File: src/rtl/xbus_pkg.sv
`timescale 1ns/1ps
package xbus_pkg;

    typedef enum logic [2:0] {
        ST_IDLE,
        ST_SEP_STB,
        ST_SEP_END,
        ST_MUX_ADR,
        ST_MUX_DAT,
        ST_MUX_END,
        ST_REJECT
    } xb_state_e;

    typedef enum logic [1:0] {
        LAY_SEP16 = 2'd0,
        LAY_SEP8  = 2'd1,
        LAY_MUX16 = 2'd2,
        LAY_MUX8  = 2'd3
    } xb_layout_e;

    // Bus style is multiplexed when exactly one mode bit is set.
    function automatic xb_layout_e xb_decode(input logic [1:0] mode, input logic narrow);
        logic muxed;
        muxed = mode[1] ^ mode[0];
        unique case ({muxed, narrow})
            2'b00:   return LAY_SEP16;
            2'b01:   return LAY_SEP8;
            2'b10:   return LAY_MUX16;
            default: return LAY_MUX8;
        endcase
    endfunction

    function automatic logic xb_is_mux(input xb_layout_e lay);
        return (lay == LAY_MUX8) || (lay == LAY_MUX16);
    endfunction

endpackage

File: src/rtl/xbus_cfg.sv
`timescale 1ns/1ps
module xbus_cfg
    import xbus_pkg::*;
#(
    parameter int DW = 16
) (
    input  logic [1:0]    mode_sel,
    input  logic          bus8,
    output xb_layout_e    layout,
    output logic [DW-1:0] gpio_free
);
    localparam int HW = DW / 2;
    localparam logic [DW-1:0] UPPER_BYTE = {{(DW-HW){1'b1}}, {HW{1'b0}}};

    always_comb begin
        layout = xb_decode(mode_sel, bus8);
        unique case (layout)
            LAY_SEP16: gpio_free = '0;
            LAY_SEP8:  gpio_free = UPPER_BYTE;
            default:   gpio_free = '1;
        endcase
    end
endmodule

File: src/rtl/xbus_seq.sv
`timescale 1ns/1ps
module xbus_seq
    import xbus_pkg::*;
(
    input  logic       clk,
    input  logic       rst_n,
    input  logic       req_valid,
    input  logic       req_write,
    input  logic       req_odd,
    input  xb_layout_e cfg_layout,
    output logic       req_ready,
    output logic       accept,
    output xb_layout_e lay_q,
    output logic       write_q,
    output logic       bus_on,
    output logic       ale,
    output logic       strobe,
    output logic       data_phase,
    output logic       capture,
    output logic       done,
    output logic       err
);
    xb_state_e state, state_nx;

    // next-state decode
    always_comb begin
        state_nx = state;
        unique case (state)
            ST_IDLE: begin
                if (req_valid) begin
                    if (cfg_layout == LAY_MUX16 && req_odd)
                        state_nx = ST_REJECT;
                    else if (xb_is_mux(cfg_layout))
                        state_nx = ST_MUX_ADR;
                    else
                        state_nx = ST_SEP_STB;
                end
            end
            ST_SEP_STB: state_nx = ST_SEP_END;
            ST_SEP_END: state_nx = ST_IDLE;
            ST_MUX_ADR: state_nx = ST_MUX_DAT;
            ST_MUX_DAT: state_nx = ST_MUX_END;
            ST_MUX_END: state_nx = ST_IDLE;
            ST_REJECT:  state_nx = ST_IDLE;
            default:    state_nx = ST_IDLE;
        endcase
    end

    // state register with the per-cycle configuration latch
    always_ff @(posedge clk or negedge rst_n) begin
        if (!rst_n) begin
            state   <= ST_IDLE;
            lay_q   <= LAY_SEP16;
            write_q <= 1'b0;
        end else begin
            state <= state_nx;
            if (accept) begin
                lay_q   <= cfg_layout;
                write_q <= req_write;
            end
        end
    end

    // phase outputs
    always_comb begin
        req_ready  = 1'b0;
        bus_on     = 1'b0;
        ale        = 1'b0;
        strobe     = 1'b0;
        data_phase = 1'b0;
        done       = 1'b0;
        err        = 1'b0;
        unique case (state)
            ST_IDLE:    req_ready = 1'b1;
            ST_SEP_STB: begin bus_on = 1'b1; strobe = 1'b1; data_phase = 1'b1; end
            ST_SEP_END: begin bus_on = 1'b1; data_phase = 1'b1; done = 1'b1; end
            ST_MUX_ADR: begin bus_on = 1'b1; ale = 1'b1; end
            ST_MUX_DAT: begin bus_on = 1'b1; strobe = 1'b1; data_phase = 1'b1; end
            ST_MUX_END: begin bus_on = 1'b1; data_phase = 1'b1; done = 1'b1; end
            ST_REJECT:  begin done = 1'b1; err = 1'b1; end
            default:    req_ready = 1'b0;
        endcase
        accept  = req_valid && req_ready;
        capture = strobe && !write_q;
    end
endmodule

File: src/rtl/xbus_lane.sv
`timescale 1ns/1ps
module xbus_lane
    import xbus_pkg::*;
#(
    parameter int AW = 20,
    parameter int DW = 16
) (
    input  logic          clk,
    input  logic          rst_n,
    input  logic          accept,
    input  logic [AW-1:0] req_addr,
    input  logic [DW-1:0] req_wdata,
    input  logic [1:0]    req_be,
    input  xb_layout_e    lay,
    input  logic          write_q,
    input  logic          bus_on,
    input  logic          ale,
    input  logic          strobe,
    input  logic          data_phase,
    input  logic          capture,
    output logic [AW-1:0] addr_o,
    output logic [AW-1:0] addr_oe,
    input  logic [AW-1:0] addr_i,
    output logic [DW-1:0] data_o,
    output logic [DW-1:0] data_oe,
    input  logic [DW-1:0] data_i,
    output logic          ale_o,
    output logic          rd_n_o,
    output logic          wr_lo_n_o,
    output logic          wr_hi_n_o,
    output logic [DW-1:0] rdata
);
    localparam int HW = DW / 2;
    localparam logic [DW-1:0] LOW_BYTE = {{(DW-HW){1'b0}}, {HW{1'b1}}};

    function automatic logic [AW-1:0] share_mask(input int base);
        logic [AW-1:0] m;
        for (int i = 0; i < AW; i++)
            m[i] = (i >= base) && (i < base + HW);
        return m;
    endfunction

    localparam logic [AW-1:0] SH8  = share_mask(0);
    localparam logic [AW-1:0] SH16 = share_mask(1);

    logic [AW-1:0] addr_q;
    logic [DW-1:0] wdata_q;
    logic [1:0]    be_q;
    logic [AW-1:0] sh;
    logic [AW-1:0] wsh;
    logic          split;
    logic          muxed;

    always_ff @(posedge clk or negedge rst_n) begin
        if (!rst_n) begin
            addr_q  <= '0;
            wdata_q <= '0;
            be_q    <= '0;
        end else if (accept) begin
            addr_q  <= req_addr;
            wdata_q <= req_wdata;
            be_q    <= req_be;
        end
    end

    always_comb begin
        muxed = xb_is_mux(lay);
        split = (lay == LAY_SEP16);
        unique case (lay)
            LAY_MUX8:  sh = SH8;
            LAY_MUX16: sh = SH16;
            default:   sh = '0;
        endcase
        wsh = AW'(wdata_q[HW-1:0]);
        if (lay == LAY_MUX16)
            wsh = wsh << 1;

        // address pins, shared window carries data after ALE
        addr_o = ale ? addr_q : ((addr_q & ~sh) | (wsh & sh));
        if (!bus_on)
            addr_oe = '0;
        else if (ale || write_q)
            addr_oe = '1;
        else
            addr_oe = ~sh;

        // dedicated data pins, separate bus writes only
        data_o = wdata_q;
        if (bus_on && data_phase && write_q && !muxed)
            data_oe = split ? '1 : LOW_BYTE;
        else
            data_oe = '0;

        ale_o     = ale;
        rd_n_o    = !(strobe && !write_q);
        wr_lo_n_o = !(strobe && write_q && (!split || be_q[0]));
        wr_hi_n_o = !(strobe && write_q && split && be_q[1]);
    end

    always_ff @(posedge clk or negedge rst_n) begin
        if (!rst_n) begin
            rdata <= '0;
        end else if (capture) begin
            unique case (lay)
                LAY_SEP16: rdata <= data_i;
                LAY_SEP8:  rdata <= {{(DW-HW){1'b0}}, data_i[HW-1:0]};
                LAY_MUX8:  rdata <= {{(DW-HW){1'b0}}, addr_i[HW-1:0]};
                default:   rdata <= {{(DW-HW){1'b0}}, addr_i[HW:1]};
            endcase
        end
    end
endmodule

File: src/rtl/xbus_bridge.sv
`timescale 1ns/1ps
module xbus_bridge
    import xbus_pkg::*;
#(
    parameter int AW = 20,
    parameter int DW = 16
) (
    input  logic          clk,
    input  logic          rst_n,
    input  logic [1:0]    mode_sel,
    input  logic          bus8,
    input  logic          req_valid,
    output logic          req_ready,
    input  logic          req_write,
    input  logic [AW-1:0] req_addr,
    input  logic [DW-1:0] req_wdata,
    input  logic [1:0]    req_be,
    output logic          done,
    output logic          err,
    output logic [DW-1:0] rdata,
    output logic [AW-1:0] addr_o,
    output logic [AW-1:0] addr_oe,
    input  logic [AW-1:0] addr_i,
    output logic [DW-1:0] data_o,
    output logic [DW-1:0] data_oe,
    input  logic [DW-1:0] data_i,
    output logic          ale_o,
    output logic          rd_n_o,
    output logic          wr_lo_n_o,
    output logic          wr_hi_n_o,
    output logic [DW-1:0] gpio_free
);
    xb_layout_e cfg_layout;
    xb_layout_e lay_q;
    logic accept, write_q, bus_on, ale, strobe, data_phase, capture;

    xbus_cfg #(.DW(DW)) u_cfg (
        .mode_sel  (mode_sel),
        .bus8      (bus8),
        .layout    (cfg_layout),
        .gpio_free (gpio_free)
    );

    xbus_seq u_seq (
        .clk        (clk),
        .rst_n      (rst_n),
        .req_valid  (req_valid),
        .req_write  (req_write),
        .req_odd    (req_addr[0]),
        .cfg_layout (cfg_layout),
        .req_ready  (req_ready),
        .accept     (accept),
        .lay_q      (lay_q),
        .write_q    (write_q),
        .bus_on     (bus_on),
        .ale        (ale),
        .strobe     (strobe),
        .data_phase (data_phase),
        .capture    (capture),
        .done       (done),
        .err        (err)
    );

    xbus_lane #(.AW(AW), .DW(DW)) u_lane (
        .clk        (clk),
        .rst_n      (rst_n),
        .accept     (accept),
        .req_addr   (req_addr),
        .req_wdata  (req_wdata),
        .req_be     (req_be),
        .lay        (lay_q),
        .write_q    (write_q),
        .bus_on     (bus_on),
        .ale        (ale),
        .strobe     (strobe),
        .data_phase (data_phase),
        .capture    (capture),
        .addr_o     (addr_o),
        .addr_oe    (addr_oe),
        .addr_i     (addr_i),
        .data_o     (data_o),
        .data_oe    (data_oe),
        .data_i     (data_i),
        .ale_o      (ale_o),
        .rd_n_o     (rd_n_o),
        .wr_lo_n_o  (wr_lo_n_o),
        .wr_hi_n_o  (wr_hi_n_o),
        .rdata      (rdata)
    );
endmodule

File: config.mk
export PLATFORM = sky130hd
export DESIGN_NAME = xbus_bridge
export DESIGN_NICKNAME = d
export VERILOG_FILES = /design/src/rtl/xbus_pkg.sv /design/src/rtl/xbus_cfg.sv /design/src/rtl/xbus_seq.sv /design/src/rtl/xbus_lane.sv /design/src/rtl/xbus_bridge.sv
export SDC_FILE = /design/constraint.sdc
export NUM_CORES = 1
export LEC_CHECK = 0
export BUFFER_PORTS_ARGS = -buffer_cell sky130_fd_sc_hd__buf_2
export CAP_MARGIN = 20
export CORE_ASPECT_RATIO = 1.25
export CORE_UTILIZATION = 35
export CTS_CLUSTER_DIAMETER = 80
export CTS_CLUSTER_SIZE = 10
export DETAILED_ROUTE_END_ITERATION = 8
export PLACE_DENSITY = 0.66
export SLEW_MARGIN = 30
export SYNTH_ARGS = -nofsm -noshare
export SYNTH_HDL_FRONTEND = slang
export SYNTH_HIERARCHICAL = 1
export SYNTH_SLANG_ARGS = --single-unit
File: constraint.sdc
create_clock -name clk -period 2.1 [get_ports clk]
set_input_delay 0 -clock clk [delete_from_list [all_inputs] [get_ports clk]]
set_output_delay 0 -clock clk [all_outputs]
set_load 0.01 [all_outputs]
# Yosys cells after proc, flatten, opt, wreduce, memory -nomap -nowiden
# Index checks and enable logic that the tools add are counted.
# totals
out_inout_bits,111
ramBits,0
input_bits,81
latch_bits,0
elab_cells,76
ff_bits,60
mem_count,0
romBits,0
# op_classes
n_shift,0
reduce_logical,28
n_addsub,0
mul,0
bitwise_logic,5
div,0
n_eq_ne,15
n_mux,21
magnitude_cmp,0
# ops
op,count
20-bit 2-to-1 mux,3
16-bit case mux with 3 select lines,1
16-bit 2-to-1 mux,2
16-bit case mux with 2 select lines,1
20-bit bitwise AND,1
9-bit inverter with 20-bit output,1
20-bit bitwise OR,1
9-bit case mux with 2 select lines,1
3-bit case mux with 4 select lines,1
"2-bit == test, second input constant",5
1-bit logical AND,10
9-bit bitwise AND,1
"3-bit == test, second input constant",3
9-bit 2-to-1 mux,1
1-bit 2-to-1 mux,7
"2-bit by 1-bit == test with 1-bit output, second input constant",3
"3-bit by 2-bit == test with 1-bit output, second input constant",2
1-bit logical NOT,6
2-bit logical NOT,3
3-bit 2-to-1 mux,2
2-bit case mux with 3 select lines,1
5-bit OR reduction,1
1-bit logical OR,4
4-bit OR reduction,1
7 further kinds,7

# Logic depth before layout (Yosys ltp)
# depth
depth_word,9
mapped_depth,7
ltp_nobuf,4

# By module
# Netlist, hierarchy kept.
# by_module_without_submodules
mod,cells_per_inst,area_per_inst_um2,seq_area_each_um2,n_inst
xbus_lane,236,2861.5,1351.3,1
xbus_seq,34,365.4,150.1,1
xbus_cfg,18,131.4,0.0,1

# Worst setup path before layout
# No wires, ideal clock.
# synth_timing
kind,reg-to-output
from,register u_seq.state[1]
to,output data_oe[10]
stages_incl_launch_ff,7
setup_slack_ps,-121
t_required_ps,2100
arrival_ps,2221
n_path_buf,2
cell_sequence,dfrtp_1 -> buf_2 -> nor3_1 -> a21oi_1 -> and4b_1 -> and2_1 -> buf_4
# synth_via
elab_chain_cells,7
elab_cells_between_ends,13
cone_classes,5 x eq/ne; 3 x mux; 5 x reduce/logical
# synth_rtl
element,line,text
from (decl),xbus_seq.sv:23,"xb_state_e state, state_nx;"
from (signal assigned),xbus_seq.sv:56,state <= state_nx;
3-bit by 2-bit == test with 1-bit output (tied with other cells),xbus_seq.sv:73,unique case (state)
5-bit OR reduction (no source line) *,-,
1-bit 2-to-1 mux *,xbus_seq.sv:73,
via bus_on,xbus_bridge.sv:35,"logic accept, write_q, bus_on, ale, strobe, data_phase, capture;"
1-bit logical AND * (3 in series),xbus_lane.sv:89,if (bus_on && data_phase && write_q && !muxed)
16-bit 2-to-1 mux *,xbus_lane.sv:89,
to (decl),xbus_bridge.sv:25,"output logic [DW-1:0] data_oe,"
# Mark *: on every way through the listed nets, which the timed path passes. The rest lies on a longest branch.

# Worst setup path in the final report
# layout_timing
from,register u_seq.state[2]
to,output addr_o[1]
# layout_via
elab_chain_cells,3
# layout_rtl
element,line,text
3-bit by 2-bit == test with 1-bit output,xbus_seq.sv:73,
1-bit 2-to-1 mux,xbus_seq.sv:73,
20-bit 2-to-1 mux,xbus_lane.sv:79,addr_o = ale ? addr_q : ((addr_q & ~sh) | (wsh & sh));
to (decl),xbus_bridge.sv:21,"output logic [AW-1:0] addr_o,"
# Every way passes these cells.

==> impl_metrics.env <==
export IMPL_placed_area_um2=3970
export IMPL_multi_input_area_um2=1290
export IMPL_die_h_um=112
export IMPL_grt_pass1_vias=2812
export IMPL_cts_tree="done"
export IMPL_finalSetupTns_ns=0
export IMPL_relSlewSlack_pct=53.8
export IMPL_finalCriticalPeriod_ns=1.98
export IMPL_io_pins=192
export IMPL_yosysTopAreaCell="dfrtp_1"
export IMPL_diodes=0
export IMPL_maxSlewViolCount=0
export IMPL_worst_slew_pin_slew_ns=0.690
export IMPL_synth_cell_types=34
export IMPL_port_buffers=180
export IMPL_holdCritStartpoint="addr_i[4]"
export IMPL_netlist_area_leader_share_pct=44.7
export IMPL_cp_buffers_inverters=3
export IMPL_dieArea_um2=9990
export IMPL_drcViolationCount=0
export IMPL_cts_buffers=9
export IMPL_yosysWarnings=6
export IMPL_fp_row_count=39
export IMPL_first_pass_iters=4
export IMPL_critPathSlowestCell="dfrtp_2"
export IMPL_syn_area_per_cell_um2=11.7
export IMPL_rr_endpoint="u_lane/rdata[3]$_DFFE_PN0P_"
export IMPL_syn2layout_area_growth_pct=46.6
export IMPL_dpl_hpwl_um=5370
export IMPL_crit_type="reg2out"
export IMPL_critPathRequiredTime_ns=2.10
export IMPL_cts_root_buf="clkbuf_16"
export IMPL_ys_seq_area_share_pct=44.7
export IMPL_path_cells="nand3b_1, inv_1, nor2b_1, buf_6, mux2_1, buf_2"
export IMPL_ant_nets=0
export IMPL_die_w_um=89.6
export IMPL_async_flop_share_pct=100
export IMPL_crit_family="flip-flops"
export IMPL_nets=552
export IMPL_clk_pin_slew_ns=0.05
export IMPL_drt_iter0_markers=66
export IMPL_max_stage_delay_ns=0.49
export IMPL_leakage_uw=0.00243
export IMPL_track_usage_pct=17.2
export IMPL_hold_depth=3
export IMPL_syn_inst=288
export IMPL_n_fill_cell=780
export IMPL_grt_max_degree=39
export IMPL_vdd_drop_max_mv=0.777
export IMPL_synth_nets=369
export IMPL_rsz0062_at_grt="yes"
export IMPL_hold_class="in2reg"
export IMPL_startpoint="u_seq/state[2]$_DFFE_PN0P_"
export IMPL_drive_gt1_share_pct=56.7
export IMPL_critPathLaunchType="flip-flop"
export IMPL_initial_utilization_pct=36.4
export IMPL_hold_viol_final=0
export IMPL_status="finished, final reports clean"
export IMPL_fin_crit_sh_pct=94.3
export IMPL_r2r_start="u_seq/state[1]$_DFFE_PN0P_"
export IMPL_antenna_found_initial=0
export IMPL_total_power_uw=7810
export IMPL_post_route_util_pct=53.4
export IMPL_grt_pass1_wl_um=13000
export IMPL_vias=2704
export IMPL_worstPathArrival_ns=1.98
export IMPL_setup_viol=0
export IMPL_hold_end="u_lane/rdata[4]$_DFFE_PN0P_"
export IMPL_cap_violations=0
export IMPL_viasPerCell=4.51
export IMPL_syn_area_um2=3360
export IMPL_worstSkewPairLatency_ns=0.32
export IMPL_routed_wl_um=8220
export IMPL_h_tree_depth=3
export IMPL_synthFlopType="dfrtp_1"
export IMPL_synth_edff_count=0
export IMPL_register_area_um2=1500
export IMPL_grt_overflow=0
export IMPL_netlist_top_cells_area="dfrtp_1 (45%), mux2_2 (15%), buf_4 (14%), mux2_4 (5.4%), mux2i_1 (2.7%)"
export IMPL_core_area_um2=9220
export IMPL_cts_sinks=60
export IMPL_synth_seq_cells=60
export IMPL_fin_area_um2=4920
export IMPL_worstPathMaxFanout=10
export IMPL_power_density_nw_per_um2=1590
export IMPL_fmax_ghz=0.505
export IMPL_place_gp_congestion=0.754
export IMPL_setup_worst_path_end_class="output pin"
export IMPL_wire_per_inst_um=13.7
export IMPL_skew_ns=0.00642
export IMPL_reg2reg_depth=5
export IMPL_reg2reg_slack_ns=0.31
export IMPL_clockBufferDepth=2
==> synth_stat cells, types with 4 or more instances <==
cell type,instances
buf_2,5
clkbuf_1,4
mux2_2,44
o22ai_1,8
inv_1,13
buf_4,62
nand3b_1,10
mux2i_1,9
nand2_1,11
mux2_4,12
o211ai_1,10
nand2b_1,8
dfrtp_1,60
==> routing by layer <==
metal  track usage (%)  vias to the layer above  wire, um
met5                 0                        -         0
met4              9.21                        0       184
met3              3.63                       16       362
met2              31.3                      118      4600
met1              17.7                     1272      3070
li1                  -                     1298         -
==> repair_timing <==
action / in CTS / in global routing
hold endpoints to repair: 85 / 0
resized for setup: 2 / 6
hold buffers: 58 / 0
setup buffers: 0 / 0
endpoints found under the setup margin: 5 / 22
==> placed cells by master (no fill, tap or decap), types with 2 or more instances in the layout <==
cell / instances
nor2_1: 3
dlygate4sd3_1: 58
dfrtp_2: 2
buf_4: 5
nand3b_1: 10
o211ai_1: 10
buf_12: 2
dfrtp_1: 58
inv_1: 13
o22ai_1: 8
clkbuf_8: 2
a31oi_1: 2
a21oi_2: 2
clkbuf_16: 9
bufinv_16: 3
buf_2: 180
mux2i_1: 9
or2_1: 2
nand2b_1: 8
nand2_1: 11
and3b_1: 2
mux2_2: 44
mux2_4: 12
==> report_power, final <==
part	internal [uW]	switching [uW]	total [uW]
sequential	1740	486	2230
clock	1220	492	1710
combinational	2030	1840	3870
==> final cells by class <==
cell class / instances / share of cell area [%]
clock buffers: 12 / 5.21
clock inverters: 4 / 1.93
inverters: 13 / 0.991
multi-input cells: 141 / 26.3
flip-flops and latches: 60 / 30.5
well taps: 123 / 3.13
repair buffers: 246 / 31.9
==> worst register-to-register path, stage by stage, from the launching register on <==
cell and delay (ns):
dfrtp_1 0.44, buf_4 0.20, nor3_2 0.20, buf_4 0.32, nand2_1 0.28, o211ai_1 0.27
==> stage by stage <==
| stage | hold slack, ns | cells | setup WS [ns] |
|---|---|---|---|
| 2_1_floorplan | -0.296 | 288 | 0.106 |
| 3_3_place_gp | 0.0846 | 525 | 0.291 |
| 3_5_place_dp | 0.0892 | 525 | 0.286 |
| 4_1_cts | 0.000430 | 599 | 0.0444 |
| 5_1_grt | 0.0272 | 599 | -0.00269 |
| 6_report | 0.0189 | 599 | 0.119 |
==> registers in the layout, indices dropped and copies added, names as in the netlist <==
name,count
u_lane/be_q,2
u_lane/rdata,16
u_seq/state,3
u_seq/lay_q,2
u_lane/data_o,16
u_seq/write_q,1
u_lane/addr_q,20
==> worst max path at each step <==
| stage | to | cells past startpoint | slack, ns |
|---|---|---|---|
| 6_report | addr_o[1] | 6 | 0.12 |
| 5_1_grt | addr_o[1] | 6 | -0.003 |
| 2_1_floorplan | data_oe[10] | 6 | 0.11 |
| 3_3_place_gp | u_lane/rdata[1]$_DFFE_PN0P_ | 5 | 0.29 |
| 4_1_cts | addr_o[1] | 6 | 0.04 |
| 3_5_place_dp | u_lane/rdata[3]$_DFFE_PN0P_ | 5 | 0.29 |
==> cells by family (layout without fill, tap and decap cells) <==
kind of cell	Yosys count	in the layout	share of synthesized area (%)
buffers and inverters	87	275	17.5
AO/OA/AOI/OAI	25	25	4.99
multiplexers	66	66	23.1
AND/OR/NAND/NOR	48	48	9.13
flip-flops	60	60	44.7
XOR/XNOR	2	2	0.522
(Power assumes the default switching activity.)
